**src/rtl/gfe_pkg.sv**
```systemverilog
package gfe_pkg;

   typedef enum logic {
      GFE_EDGE_FALL = 1'b0,
      GFE_EDGE_RISE = 1'b1
   } gfe_edge_e;

   // Idle level of the conditioned input after reset.
   localparam logic GFE_IDLE_LEVEL = 1'b1;

   function automatic logic gfe_edge_hit(input logic prev_lvl,
                                         input logic cur_lvl,
                                         input gfe_edge_e sel);
      logic hit;
      hit = 1'b0;
      if (prev_lvl != cur_lvl) begin
         hit = (sel == GFE_EDGE_RISE) ? cur_lvl : ~cur_lvl;
      end
      return hit;
   endfunction

endpackage

```
**src/rtl/gfe_sync.sv**
```systemverilog
module gfe_sync #(
   parameter int   STAGES  = 2,
   parameter logic RST_VAL = 1'b1
) (
   input  logic clk,
   input  logic rst_n,
   input  logic d_i,
   output logic q_o
);

   initial begin
      if (STAGES < 2) $error("gfe_sync: STAGES must be at least 2");
   end

   logic [STAGES-1:0] chain_q;

   genvar gi;
   generate
      for (gi = 0; gi < STAGES; gi++) begin : g_stage
         if (gi == 0) begin : g_first
            always_ff @(posedge clk or negedge rst_n) begin
               if (!rst_n) chain_q[0] <= RST_VAL;
               else        chain_q[0] <= d_i;
            end
         end else begin : g_next
            always_ff @(posedge clk or negedge rst_n) begin
               if (!rst_n) chain_q[gi] <= RST_VAL;
               else        chain_q[gi] <= chain_q[gi-1];
            end
         end
      end
   endgenerate

   assign q_o = chain_q[STAGES-1];

endmodule

```
**src/rtl/gfe_ref_fall.sv**
```systemverilog
module gfe_ref_fall #(
   parameter bit REF_IS_LEVEL = 1'b1,
   parameter int SYNC_STAGES  = 2
) (
   input  logic clk,
   input  logic rst_n,
   input  logic ref_i,
   output logic fall_o
);

   generate
      if (REF_IS_LEVEL) begin : g_level
         logic ref_sync;
         logic ref_prev_q;

         gfe_sync #(
            .STAGES (SYNC_STAGES),
            .RST_VAL(1'b0)
         ) u_ref_sync (
            .clk  (clk),
            .rst_n(rst_n),
            .d_i  (ref_i),
            .q_o  (ref_sync)
         );

         always_ff @(posedge clk or negedge rst_n) begin
            if (!rst_n) ref_prev_q <= 1'b0;
            else        ref_prev_q <= ref_sync;
         end

         assign fall_o = ref_prev_q & ~ref_sync;
      end else begin : g_tick
         logic tick_q;

         always_ff @(posedge clk or negedge rst_n) begin
            if (!rst_n) tick_q <= 1'b0;
            else        tick_q <= ref_i;
         end

         assign fall_o = tick_q;
      end
   endgenerate

endmodule

```
**src/rtl/gfe_accept.sv**
```systemverilog
module gfe_accept #(
   parameter int ACCEPT_EDGES = 2
) (
   input  logic clk,
   input  logic rst_n,
   input  logic en_i,
   input  logic lvl_i,
   input  logic ref_fall_i,
   output logic acc_o
);
   import gfe_pkg::*;

   localparam int CNT_W = (ACCEPT_EDGES > 1) ? $clog2(ACCEPT_EDGES) : 1;
   localparam logic [CNT_W-1:0] CNT_LAST = CNT_W'(ACCEPT_EDGES - 1);

   initial begin
      if (ACCEPT_EDGES < 1) $error("gfe_accept: ACCEPT_EDGES must be at least 1");
   end

   logic             acc_q;
   logic [CNT_W-1:0] cnt_q;

   always_ff @(posedge clk or negedge rst_n) begin
      if (!rst_n) begin
         acc_q <= GFE_IDLE_LEVEL;
         cnt_q <= '0;
      end else if (!en_i) begin
         acc_q <= lvl_i;
         cnt_q <= '0;
      end else if (lvl_i == acc_q) begin
         cnt_q <= '0;
      end else if (ref_fall_i) begin
         if (cnt_q == CNT_LAST) begin
            acc_q <= lvl_i;
            cnt_q <= '0;
         end else begin
            cnt_q <= cnt_q + 1'b1;
         end
      end
   end

   assign acc_o = acc_q;

endmodule

```
**src/rtl/gfe_edge.sv**
```systemverilog
module gfe_edge (
   input  logic clk,
   input  logic rst_n,
   input  logic lvl_i,
   input  logic pol_i,
   output logic strobe_o
);
   import gfe_pkg::*;

   logic prev_q;

   always_ff @(posedge clk or negedge rst_n) begin
      if (!rst_n) prev_q <= GFE_IDLE_LEVEL;
      else        prev_q <= lvl_i;
   end

   assign strobe_o = gfe_edge_hit(prev_q, lvl_i, gfe_edge_e'(pol_i));

endmodule

```
**src/rtl/glitch_filter_edge.sv**
```systemverilog
module glitch_filter_edge #(
   parameter int SYNC_STAGES  = 2,
   parameter int ACCEPT_EDGES = 2,
   parameter bit REF_IS_LEVEL = 1'b1
) (
   input  logic clk,
   input  logic rst_n,
   input  logic pin_raw,
   input  logic ref_tick,
   input  logic filt_en,
   input  logic edge_pol,
   output logic level_o,
   output logic strobe_o
);
   import gfe_pkg::*;

   logic pin_sync;
   logic ref_fall_w;
   logic acc_w;

   gfe_sync #(
      .STAGES (SYNC_STAGES),
      .RST_VAL(GFE_IDLE_LEVEL)
   ) u_pin_sync (
      .clk  (clk),
      .rst_n(rst_n),
      .d_i  (pin_raw),
      .q_o  (pin_sync)
   );

   gfe_ref_fall #(
      .REF_IS_LEVEL(REF_IS_LEVEL),
      .SYNC_STAGES (SYNC_STAGES)
   ) u_ref (
      .clk   (clk),
      .rst_n (rst_n),
      .ref_i (ref_tick),
      .fall_o(ref_fall_w)
   );

   gfe_accept #(
      .ACCEPT_EDGES(ACCEPT_EDGES)
   ) u_accept (
      .clk       (clk),
      .rst_n     (rst_n),
      .en_i      (filt_en),
      .lvl_i     (pin_sync),
      .ref_fall_i(ref_fall_w),
      .acc_o     (acc_w)
   );

   gfe_edge u_edge (
      .clk     (clk),
      .rst_n   (rst_n),
      .lvl_i   (acc_w),
      .pol_i   (edge_pol),
      .strobe_o(strobe_o)
   );

   assign level_o = acc_w;

endmodule

```
**config.mk**
```make
export PLATFORM = sky130hd
export DESIGN_NAME = glitch_filter_edge
export DESIGN_NICKNAME = d
export VERILOG_FILES = /design/src/rtl/gfe_pkg.sv /design/src/rtl/gfe_sync.sv /design/src/rtl/gfe_ref_fall.sv /design/src/rtl/gfe_accept.sv /design/src/rtl/gfe_edge.sv /design/src/rtl/glitch_filter_edge.sv
export SDC_FILE = /design/constraint.sdc
export NUM_CORES = 1
export LEC_CHECK = 0
export ABC_CLOCK_PERIOD_IN_PS = 2440
export CAP_MARGIN = 20
export CELL_PAD_IN_SITES_DETAIL_PLACEMENT = 0
export CELL_PAD_IN_SITES_GLOBAL_PLACEMENT = 1
export CORE_AREA = 8 8 45 47
export CTS_CLUSTER_SIZE = 14
export DETAILED_ROUTE_END_ITERATION = 12
export DIE_AREA = 0 0 53 55
export HOLD_SLACK_MARGIN = 0.1
export PLACE_DENSITY = 0.46
export SETUP_SLACK_MARGIN = 0.3
export SYNTH_ARGS = -nofsm -noshare
export SYNTH_HDL_FRONTEND = slang
export SYNTH_SLANG_ARGS = --single-unit
```
**constraint.sdc**
```tcl
create_clock -name clk -period 2.44 [get_ports clk]
set_input_delay 0.732 -clock clk [delete_from_list [all_inputs] [get_ports clk]]
set_output_delay 0.732 -clock clk [all_outputs]
set_load 0.005 [all_outputs]
```
Word level (Yosys, flattened, before mapping)
Index checks and enable logic that the tools add are counted.
- add/subtract/negate cells: 1
- equal/unequal tests: 6
- muxes and demuxes: 10
- bitwise gates (word level): 3
- reductions and logical operators: 1
- operators by type and width (operator ; count):
    two-way mux 1 bit ; 10
    inequality test 2 x 1 -> 1 bit, second input constant ; 2
    inequality test 3 x 1 -> 1 bit, second input constant ; 1
    AND reduction 3 bit ; 1
    inequality test 2 bit, second input constant ; 1
    NOT 1 bit ; 2
    adder 1 bit, second input constant ; 1
    AND 1 bit ; 1
    == test 1 bit ; 1
    inequality test 1 bit ; 1
- bits in registers: 8
- output and inout port bits: 2
- logic and storage cells: 29

Logic depth before layout (Yosys ltp)
Gate-level depths: netlist of run 1.
- depth in word-level cells: 5
- gate-level depth with buffers: 3
- depth with buffers taken out: 3

Modules after synthesis
A second synthesis of run 1 with hierarchy kept.
- cells, all modules: 17
- area, all modules: 292.8 um^2
- by module, submodules not included (module ; times used ; cells an instance ; area each (um^2)):
    gfe_accept ; 1 ; 7 ; 102.6
    gfe_sync at u_pin_sync ; 1 ; 2 ; 52.6
    gfe_sync at u_ref.g_level.u_ref_sync ; 1 ; 2 ; 50.0
    gfe_edge ; 1 ; 4 ; 48.8
    gfe_ref_fall ; 1 ; 2 ; 38.8

Worst setup path before layout of run 1
Ideal clock, no wire load.
- path type: input-to-output
- start point: in edge_pol
- end point: out strobe_o
- arrival: 941 ps
- required time: 1708 ps
- slack: 767 ps
- cell stages on the path: 2
- cell sequence: nand2_1 o21ai_0
- word-level cells in the longest chain between the ends: 2
- ends and longest elaborated chain (item ; line ; RTL):
    start, declared ; glitch_filter_edge.sv:11 ; input logic edge_pol,
    two-way mux 1 bit ; gfe_pkg.sv:17 ; hit = (sel == GFE_EDGE_RISE) ? cur_lvl : ~cur_lvl;
    two-way mux 1 bit ; gfe_pkg.sv:16 ; if (prev_lvl != cur_lvl) begin
    end, declared ; glitch_filter_edge.sv:13 ; output logic strobe_o
Every way passes these cells.

Final worst setup path of run 1
- start point: reg u_accept.acc_q (netlist: u_accept.acc_o)
- end point: out level_o
- RTL lines (item ; line ; RTL):
    start, declared ; gfe_accept.sv:20 ; logic acc_q;
    start signal, assigned ; gfe_accept.sv:28 ; acc_q <= lvl_i;
    start signal, assigned ; gfe_accept.sv:34 ; acc_q <= lvl_i;
    end, declared ; glitch_filter_edge.sv:12 ; output logic level_o,
No word-level cell between the ends.

==> results.txt, run 1 <==
- Result of the run: finished, final reports clean
* FILL cells: 155
* Area growth from synthesis to final layout: 38.4%
- Sequential power share: 0.529
- The slowest stage of the critical path is the sky130_fd_sc_hd__dfstp_2 cell.
* Area enclosed by the die boundary: 2920 sq um
* Share of the cycle needed by the critical path after routing: 0.847
* Site Rows: 14
- Clock-pin slew on the worst setup and hold paths: 0.06 ns
- Across the run, the number of max-cap violations was 0.
- For this run, the number of Yosys warnings is 0.
- The count of pins over their slew limit came to 0.
- Counting both buffers and inverters, the worst setup path holds a total of 1.
* Dominant delay contributor by cell family on the critical path: flip-flops
* Post-detailed-placement cell area: 377 sq um
* Cell types with the largest area share after synthesis: sky130_fd_sc_hd__dfstp_2, sky130_fd_sc_hd__dfrtp_1, sky130_fd_sc_hd__mux2_4
- Cell internal power was estimated by the tool at 0.227 mW.
- Horizontal die dimension: 53 microns
- The first routing iteration left 3 violations.
- Antenna diodes: 0
- Routed len/inst: 9.17 microns
- After detailed routing, the total wire length is 422 microns.
* Pre-antenna DRT Iters: 4
- Antenna violations before repair: 0
* Commonest cells after routing, fill and taps aside: sky130_fd_sc_hd__clkdlybuf4s50_1, sky130_fd_sc_hd__dfstp_2, sky130_fd_sc_hd__dfrtp_1
- Averaged over all synthesized cells, the footprint is 15.1 sq um.
* Max FO, Critical Path: 6
* Core footprint: 1380 sq um
- P_sw: 0.0604 mW
- For the finished layout, the period the worst path requires is 2.07 ns.
* Area occupied by multi-input gates: 77.6 sq um
- Max H-tree Level: 1
- CP cell instances: clkdlybuf4s50_1
* Count of endpoints failing setup in the final report: 0
- Buffers inserted during clock tree synthesis total 3.
- IO Pins: 8
- Layout Cell Area excl Fill: 397 sq um
- Core occupancy in the finished layout: 0.287
- Buffers inserted to repair hold after CTS numbered 0.
- CTS saw 8 sinks.
- Share of power burned in the clock network: 0.370
* Wire length of the first global-routing pass: 841 microns
* Number of vias after detailed routing: 175
- Relative slew slack: 0.774
- Counting every instance in the synthesized netlist gives 19.
- Switching power as a share of total power: 0.210
- Highest cell delay on the worst timing path: 0.58 ns
- Final clock skew: 0.00745 ns
- Sequential cell area in the final layout: 205 sq um
- Most common cell after layout, fill and taps aside: sky130_fd_sc_hd__clkdlybuf4s50_1
- For this design the ratio of total power to cell area is 725 nW/um^2.
- Final-report hold violation count: 0
- Fmax: 484 MHz
- After layout, the worst setup slack is 0.372 ns.
* Max clock buf depth: 2
- The tree is rooted in a sky130_fd_sc_hd__clkbuf_4.
- Peak supply drop: 0.191 mV
* Transition time at the pin with the least slew margin: 0.338 ns
- After detailed routing, the number of remaining DRC violations is 0.
- In this run, synthesis produced a sequential element count of 8.
- At the worst endpoint, the required time is 1.71 ns.
- The congestion estimate from routability-driven global placement came to 0.595.
* Cell area after technology mapping: 287 sq um
- After detailed placement, the design holds a cell count of 42.
* Post-synth cell types: 12
- Using the TritonRoute via totals, the vias-per-cell ratio works out to 3.80.
- The worst hold path belongs to the class flip-flop to flip-flop.
- Worst EP arrival: 1.34 ns
- Vias in the first global route: 213
- Startpoint class of the critical path: flip-flop
* GRT overflow: 0
- Number of port buffers: 7
- Kind of end point of the critical path: output port
* Half-perimeter wire length of the detailed placement result: 337 microns
- For the worst-skew pair, the clock arrives at the later sink with an insertion delay of 0.25 ns.
- TritonCTS built the clock tree.
- Prior to clock tree synthesis, the placed netlist has a worst setup slack of -0.225 ns.
- Of the cells placed in the final design, the portion with a size suffix greater than 1 is 0.367.
- Net count, final: 37
- Comb power frac: 0.101
- Once detail routing completed, the nets flagged for antenna violations numbered 0.
* Fraction of the yosys area taken by sequential cells: 0.716
* Post-synth top area cell: sky130_fd_sc_hd__dfstp_2
- Entering global routing, the biggest net connects 9 pins.
- Across every metal layer, demand over resource in global routing totals 0.0435.
* Filler-free cell count of the finished design: 46
- Post-Route Setup TNS: 0 ns
- Starting Density: 0.207
- Die span in y: 55 microns
- Counting every net in the synthesized netlist gives 25.
- The analysis attributes to cell leakage a power of 0.174 nW.
- Area share of the largest cell type after synthesis: 0.367
- The critical path is of the flip-flop to output port type.
* RSZ-0062 raised after global routing: no
[power by group through the flow]
| stage | registers [mW] | logic (mW) | clock network [mW] |
|---|---|---|---|
| 2_1_floorplan | 0.153 | 0.0122 | 0 |
| 3_3_place_gp | 0.154 | 0.0315 | 0 |
| 3_5_place_dp | 0.154 | 0.0321 | 0 |
| 4_1_cts | 0.152 | 0.0301 | 0.114 |
| 5_1_grt | 0.154 | 0.0327 | 0.123 |
| 6_report | 0.152 | 0.0290 | 0.107 |
[sequential cells by signal (all words and copies together), names as in the netlist]
signal and cells:
u_ref.g_level.ref_prev_q 1, u_accept.acc_o 1, u_pin_sync.q_o 1, u_ref.g_level.u_ref_sync.q_o 1
u_pin_sync.chain_q 1, u_accept.cnt_q 1, u_edge.prev_q 1, u_ref.g_level.u_ref_sync.chain_q 1
[cells in the mapped netlist (all sizes together)]
master / count
xnor2: 1
dfrtp: 4
nand2b: 1
mux2: 1
xor2: 1
dfstp: 4
inv: 1
and3: 1
o21ai: 2
nor2: 1
nand2: 2
[area by class of cell]
| type | instances | area share |
|---|---|---|
| Sequential cell | 8 | 0.517 |
| Tap cell | 16 | 0.0505 |
| Timing Repair Buffer | 7 | 0.161 |
| Clock buffer | 4 | 0.0662 |
| Inverter | 1 | 0.00946 |
| Multi-Input combinational cell | 10 | 0.196 |
[kinds of logic after synthesis]
group | Yosys count | share of synthesized area
compound gates | 2 | 0.0480
xor+xnor | 2 | 0.0611
buf+inv | 1 | 0.0131
flops | 8 | 0.716
mux | 1 | 0.0524
simple gates | 5 | 0.109
[worst paths after layout]
check                                                    startpoint                                  end  slack (ns)  cells after the start
worst max register to register         u_ref.g_level.u_ref_sync.q_o                       u_accept.acc_o        1.40                      3
max in group asynchronous                                     rst_n                       u_accept.acc_o        1.39                      1
worst min register to register  u_ref.g_level.u_ref_sync.chain_q[0]         u_ref.g_level.u_ref_sync.q_o        0.35                      0
worst min-delay path            u_ref.g_level.u_ref_sync.chain_q[0]         u_ref.g_level.u_ref_sync.q_o        0.35                      0
min in group asynchronous                                     rst_n  u_ref.g_level.u_ref_sync.chain_q[0]        0.74                      1
worst max-delay path                                 u_accept.acc_o                              level_o        0.37                      1
[through the flow]
stage	hold slack [ns]	total power, mW
finish	0.350	0.288
detailed placement	0.339	0.186
global placement	0.337	0.185
CTS	0.353	0.296
global route	0.366	0.310
floorplan	0.331	0.165
[repair_timing]
item,4_1_cts,5_1_grt
endpoints found under the setup margin,1,0
resized for setup,6,0
buffers inserted,0,0
[per-layer routing]
layer	vias to the layer above	part of all wire	GRT usage
met5	-	0	0
met4	0	0	0.0517
met3	0	0.10	0.0294
met2	6	0.54	0.0605
met1	88	0.36	0.0387
li1	81	-	-
Power figures use the tool's default switching activity.
==> inputs of run 2 (changes only) <==
Settings changed: ABC_CLOCK_PERIOD_IN_PS 2440 to 2000.
Clock period 2.44 ns to 2 ns, I/O delays scaled along.
==> run 2 against run 1 <==
Against the previous run: cell area up 2.5%; cell count up 4.3%; setup slack worse by 0.023 ns; non-clock buffer count up 2; sequential power up 21%; sequential share of layout area down 1.3 points; first-iteration DRC count unchanged; clock-buffer cell count unchanged; via count up 6.9%; routed wire length up 8.5%; sequential cell count unchanged.
==> results.txt, run 2 (same netlist as run 1, synthesis figures left out) <==
* Count of pins over their slew limit: 0 (unchanged)
- The endpoint class of the critical path was an output port (unchanged).
- Starting Density: 0.207 (unchanged)
* Max clock buf depth: 2 (unchanged)
- Sum of routed wire length over all layers: 458 microns (was 422 microns)
- Peak supply drop: 0.290 mV (was 0.191 mV)
- Core occupancy in the finished layout: 0.294 (was 0.287)
- Based on the critical path, the design can be clocked at up to 606 MHz.
* Relative slew slack: 0.770 (was 0.774)
* Max capacitance violation total: 0 (unchanged)
- The met3 wire length was 44 microns (unchanged).
- Leakage: 0.183 nW (was 0.174 nW)
- The number of nets in the layout is 39 (was 37).
- The cell internal power dissipation was 0.281 mW (was 0.227 mW).
- The placeable core area came to 1380 sq um (unchanged).
* GRT overflow: 0 (unchanged)
* Comb power frac: 0.122 (was 0.101)
- Wire length on met2: 257 microns (was 226 microns)
* Metal-1 WL: 157 microns (was 151 microns)
* Layout cell share with drive strength beyond 1: 0.469 (was 0.367)
- Highest cell delay on the worst timing path: 0.54 ns (was 0.58 ns)
- The via count of the first global-routing pass came to 224 (was 213).
- Share of the cycle needed by the critical path after routing: 0.825
- Total global-route track usage: 0.0429 (was 0.0435)
- The number of hold buffers added after cts is 0 (unchanged).
- Number of port buffers: 7 (unchanged)
* Critical path required time: 1.40 ns (was 1.71 ns)
* Number of vias after detailed routing: 187 (was 175)
- P_sw: 0.0715 mW (was 0.0604 mW)
* Routability cong.: 0.595 (about the same)
- The class of the most critical hold timing path is flip-flop to flip-flop (unchanged).
* Clock tree from TritonCTS: done (unchanged)
* Max H-tree Level: 1 (unchanged)
* Transition time at the pin with the least slew margin: 0.343 ns (was 0.338 ns)
- The die extent in y is 55 microns (unchanged).
* Clock-pin slew on the worst setup and hold paths: 0.06 ns (about the same)
- The global-route wire length before repair is 862 microns (was 841 microns).
- Routed len/inst: 9.54 microns (was 9.17 microns)
- The final count of hold timing violations came to 0 (unchanged).
* Site Rows: 14 (unchanged)
- The final antenna diode count came to 0 (unchanged).
* Cell with the largest stage delay on the worst path: sky130_fd_sc_hd__dfstp_2 (unchanged)
* Clk Tree Root Cell: sky130_fd_sc_hd__clkbuf_4 (unchanged)
- The signed area change from the synthesized netlist to the final layout is 41.9% (was 38.4%).
- Commonest cells after routing, fill and taps aside: sky130_fd_sc_hd__clkdlybuf4s50_1, sky130_fd_sc_hd__dfstp_2, sky130_fd_sc_hd__dfrtp_1 (unchanged)
- Switching power as a share of total power: 0.203 (was 0.210)
- Post-route worst hold slack: 0.352 ns (was 0.350 ns)
- Path type of the worst setup path: flip-flop to output port (unchanged)
- Vias per Instance: 3.90 (was 3.80)
- The setup TNS after final layout is 0 ns (unchanged).
- IO Pins: 8 (unchanged)
- The placed wire-length estimate was 366 microns (was 337 microns).
* Post-Place Cells: 43 (was 42)
- The highest metal layer with signal wires is met3 (unchanged).
- CP cell instances: nand2_1 > o21ai_1 > buf_2 (was clkdlybuf4s50_1)
* Starting DRC count in detailed routing: 3 (unchanged)
* Horizontal die dimension: 53 microns (unchanged)
- The endpoint of the most critical setup path is strobe_o (was level_o).
* Endpoint of the worst register-to-register path: u_accept.cnt_q (was u_accept.acc_o)
- Clock latency on the worst-skew pair: 0.25 ns (about the same)
* Cell Pwr Density: 866 nW/um^2 (was 725 nW/um^2)
* Slack of the worst reg-to-reg path: 0.90 ns (was 1.40 ns)
- Result of the run: finished, final reports clean (unchanged).
- Sequential power share: 0.523 (was 0.529)
- Worst path buffer plus inverter count: 1 (unchanged)
* Dominant delay contributor by cell family on the critical path: flip-flops (unchanged)
* Crit path time final: 1.65 ns
* Detail Route Antenna Nets: 0 (unchanged)
- Area enclosed by the die boundary: 2920 sq um (unchanged)
- The critical-path maximum fanout was 3 (was 6).
* Startpoint class of the critical path: flip-flop (unchanged)
* Pre-antenna DRT Iters: 4 (unchanged)
* Number of clock buffers inserted by TritonCTS: 3 (unchanged)
* Depth of the worst register-to-register path: 4 (was 3)
- RSZ-0062 raised after global routing: yes (was no).
- The part of the power in the clock network came to 0.355 (was 0.370).
- DRC viols: 0 (unchanged)
* Pin count of the biggest net entering global routing: 9 (unchanged)
- The logic depth of the worst setup path including buffers came to 3 (was 1).
* Launch point of the critical path: u_accept.acc_o (unchanged)
- Antenna violations before repair: 0 (unchanged)
- Count of endpoints failing setup in the final report: 0 (unchanged)
- Worst EP arrival: 1.05 ns (was 1.34 ns)
* Origin of the critical flop-to-flop path: u_accept.acc_o (was u_ref.g_level.u_ref_sync.q_o)
* Filler-free cell count of the finished design: 48 (was 46)
- The maximum clock skew at final layout was 0.00853 ns (was 0.00745 ns).
- Clock sink total: 8 (unchanged)
-- run 2: worst register-to-register path, stage by stage (launching register included) --
cell	delay, ns
sky130_fd_sc_hd__dfstp_2	0.54
sky130_fd_sc_hd__buf_6	0.09
sky130_fd_sc_hd__buf_4	0.10
sky130_fd_sc_hd__xor2_1	0.14
sky130_fd_sc_hd__and3_1	0.16
-- run 2: how the worst min path moves through the flow --
| stage | endpoint | start | depth (start not counted) | slack (ns) |
|---|---|---|---|---|
| 6_report | u_ref.g_level.u_ref_sync.q_o | u_ref.g_level.u_ref_sync.chain_q[0] | 0 | 0.35 |
| 5_1_grt | u_pin_sync.q_o | u_pin_sync.chain_q[0] | 0 | 0.36 |
| 4_1_cts | u_ref.g_level.u_ref_sync.q_o | u_ref.g_level.u_ref_sync.chain_q[0] | 0 | 0.36 |
| 3_5_place_dp | u_ref.g_level.u_ref_sync.q_o | u_ref.g_level.u_ref_sync.chain_q[0] | 0 | 0.34 |
| 3_3_place_gp | u_ref.g_level.u_ref_sync.q_o | u_ref.g_level.u_ref_sync.chain_q[0] | 0 | 0.34 |
| 2_1_floorplan | u_accept.cnt_q | rst_n | 0 | 0.30 |
-- run 2: power by group through the flow --
stage / clock network, mW / logic [mW] / registers (mW)
after floorplan: 0 / 0.0149 / 0.187
final: 0.125 / 0.0431 / 0.184
after CTS: 0.135 / 0.0426 / 0.184
after global routing: 0.147 / 0.0490 / 0.185
after detailed placement: 0 / 0.0447 / 0.186
after global placement: 0 / 0.0436 / 0.185
-- run 2: layer usage --
metal	global-route usage	vias to the layer above
li1	-	87
met3	0.0294	0
met2	0.0645	6
met1	0.0386	94
met5	0	-
met4	0.0388	0
-- run 2: timing repair --
| item | CTS | global route |
|---|---|---|
| gates resized for setup | 13 | 1 |
| buffers inserted | 0 | 1 |
| pin swaps | 2 | 0 |
| endpoints found under the setup margin | 2 | 2 |
-- run 2: final cells by class --
class,instances,area (sq um)
Clock buffer,4,26.3
Fill cell,152,977
Inverter,1,3.75
Multi-Input combinational cell,10,77.6
Sequential cell,8,205
Tap cell,16,20.0
Timing Repair Buffer,9,73.8
-- run 2: per-stage QoR --
stage / instance area, sq um / worst slack, ns / total power, mW
global placement: 384 / -0.369 / 0.229
detailed placement: 384 / -0.379 / 0.231
finish: 407 / 0.349 / 0.352
CTS: 405 / 0.301 / 0.362
floorplan: 287 / 0.591 / 0.202
global route: 407 / 0.288 / 0.381
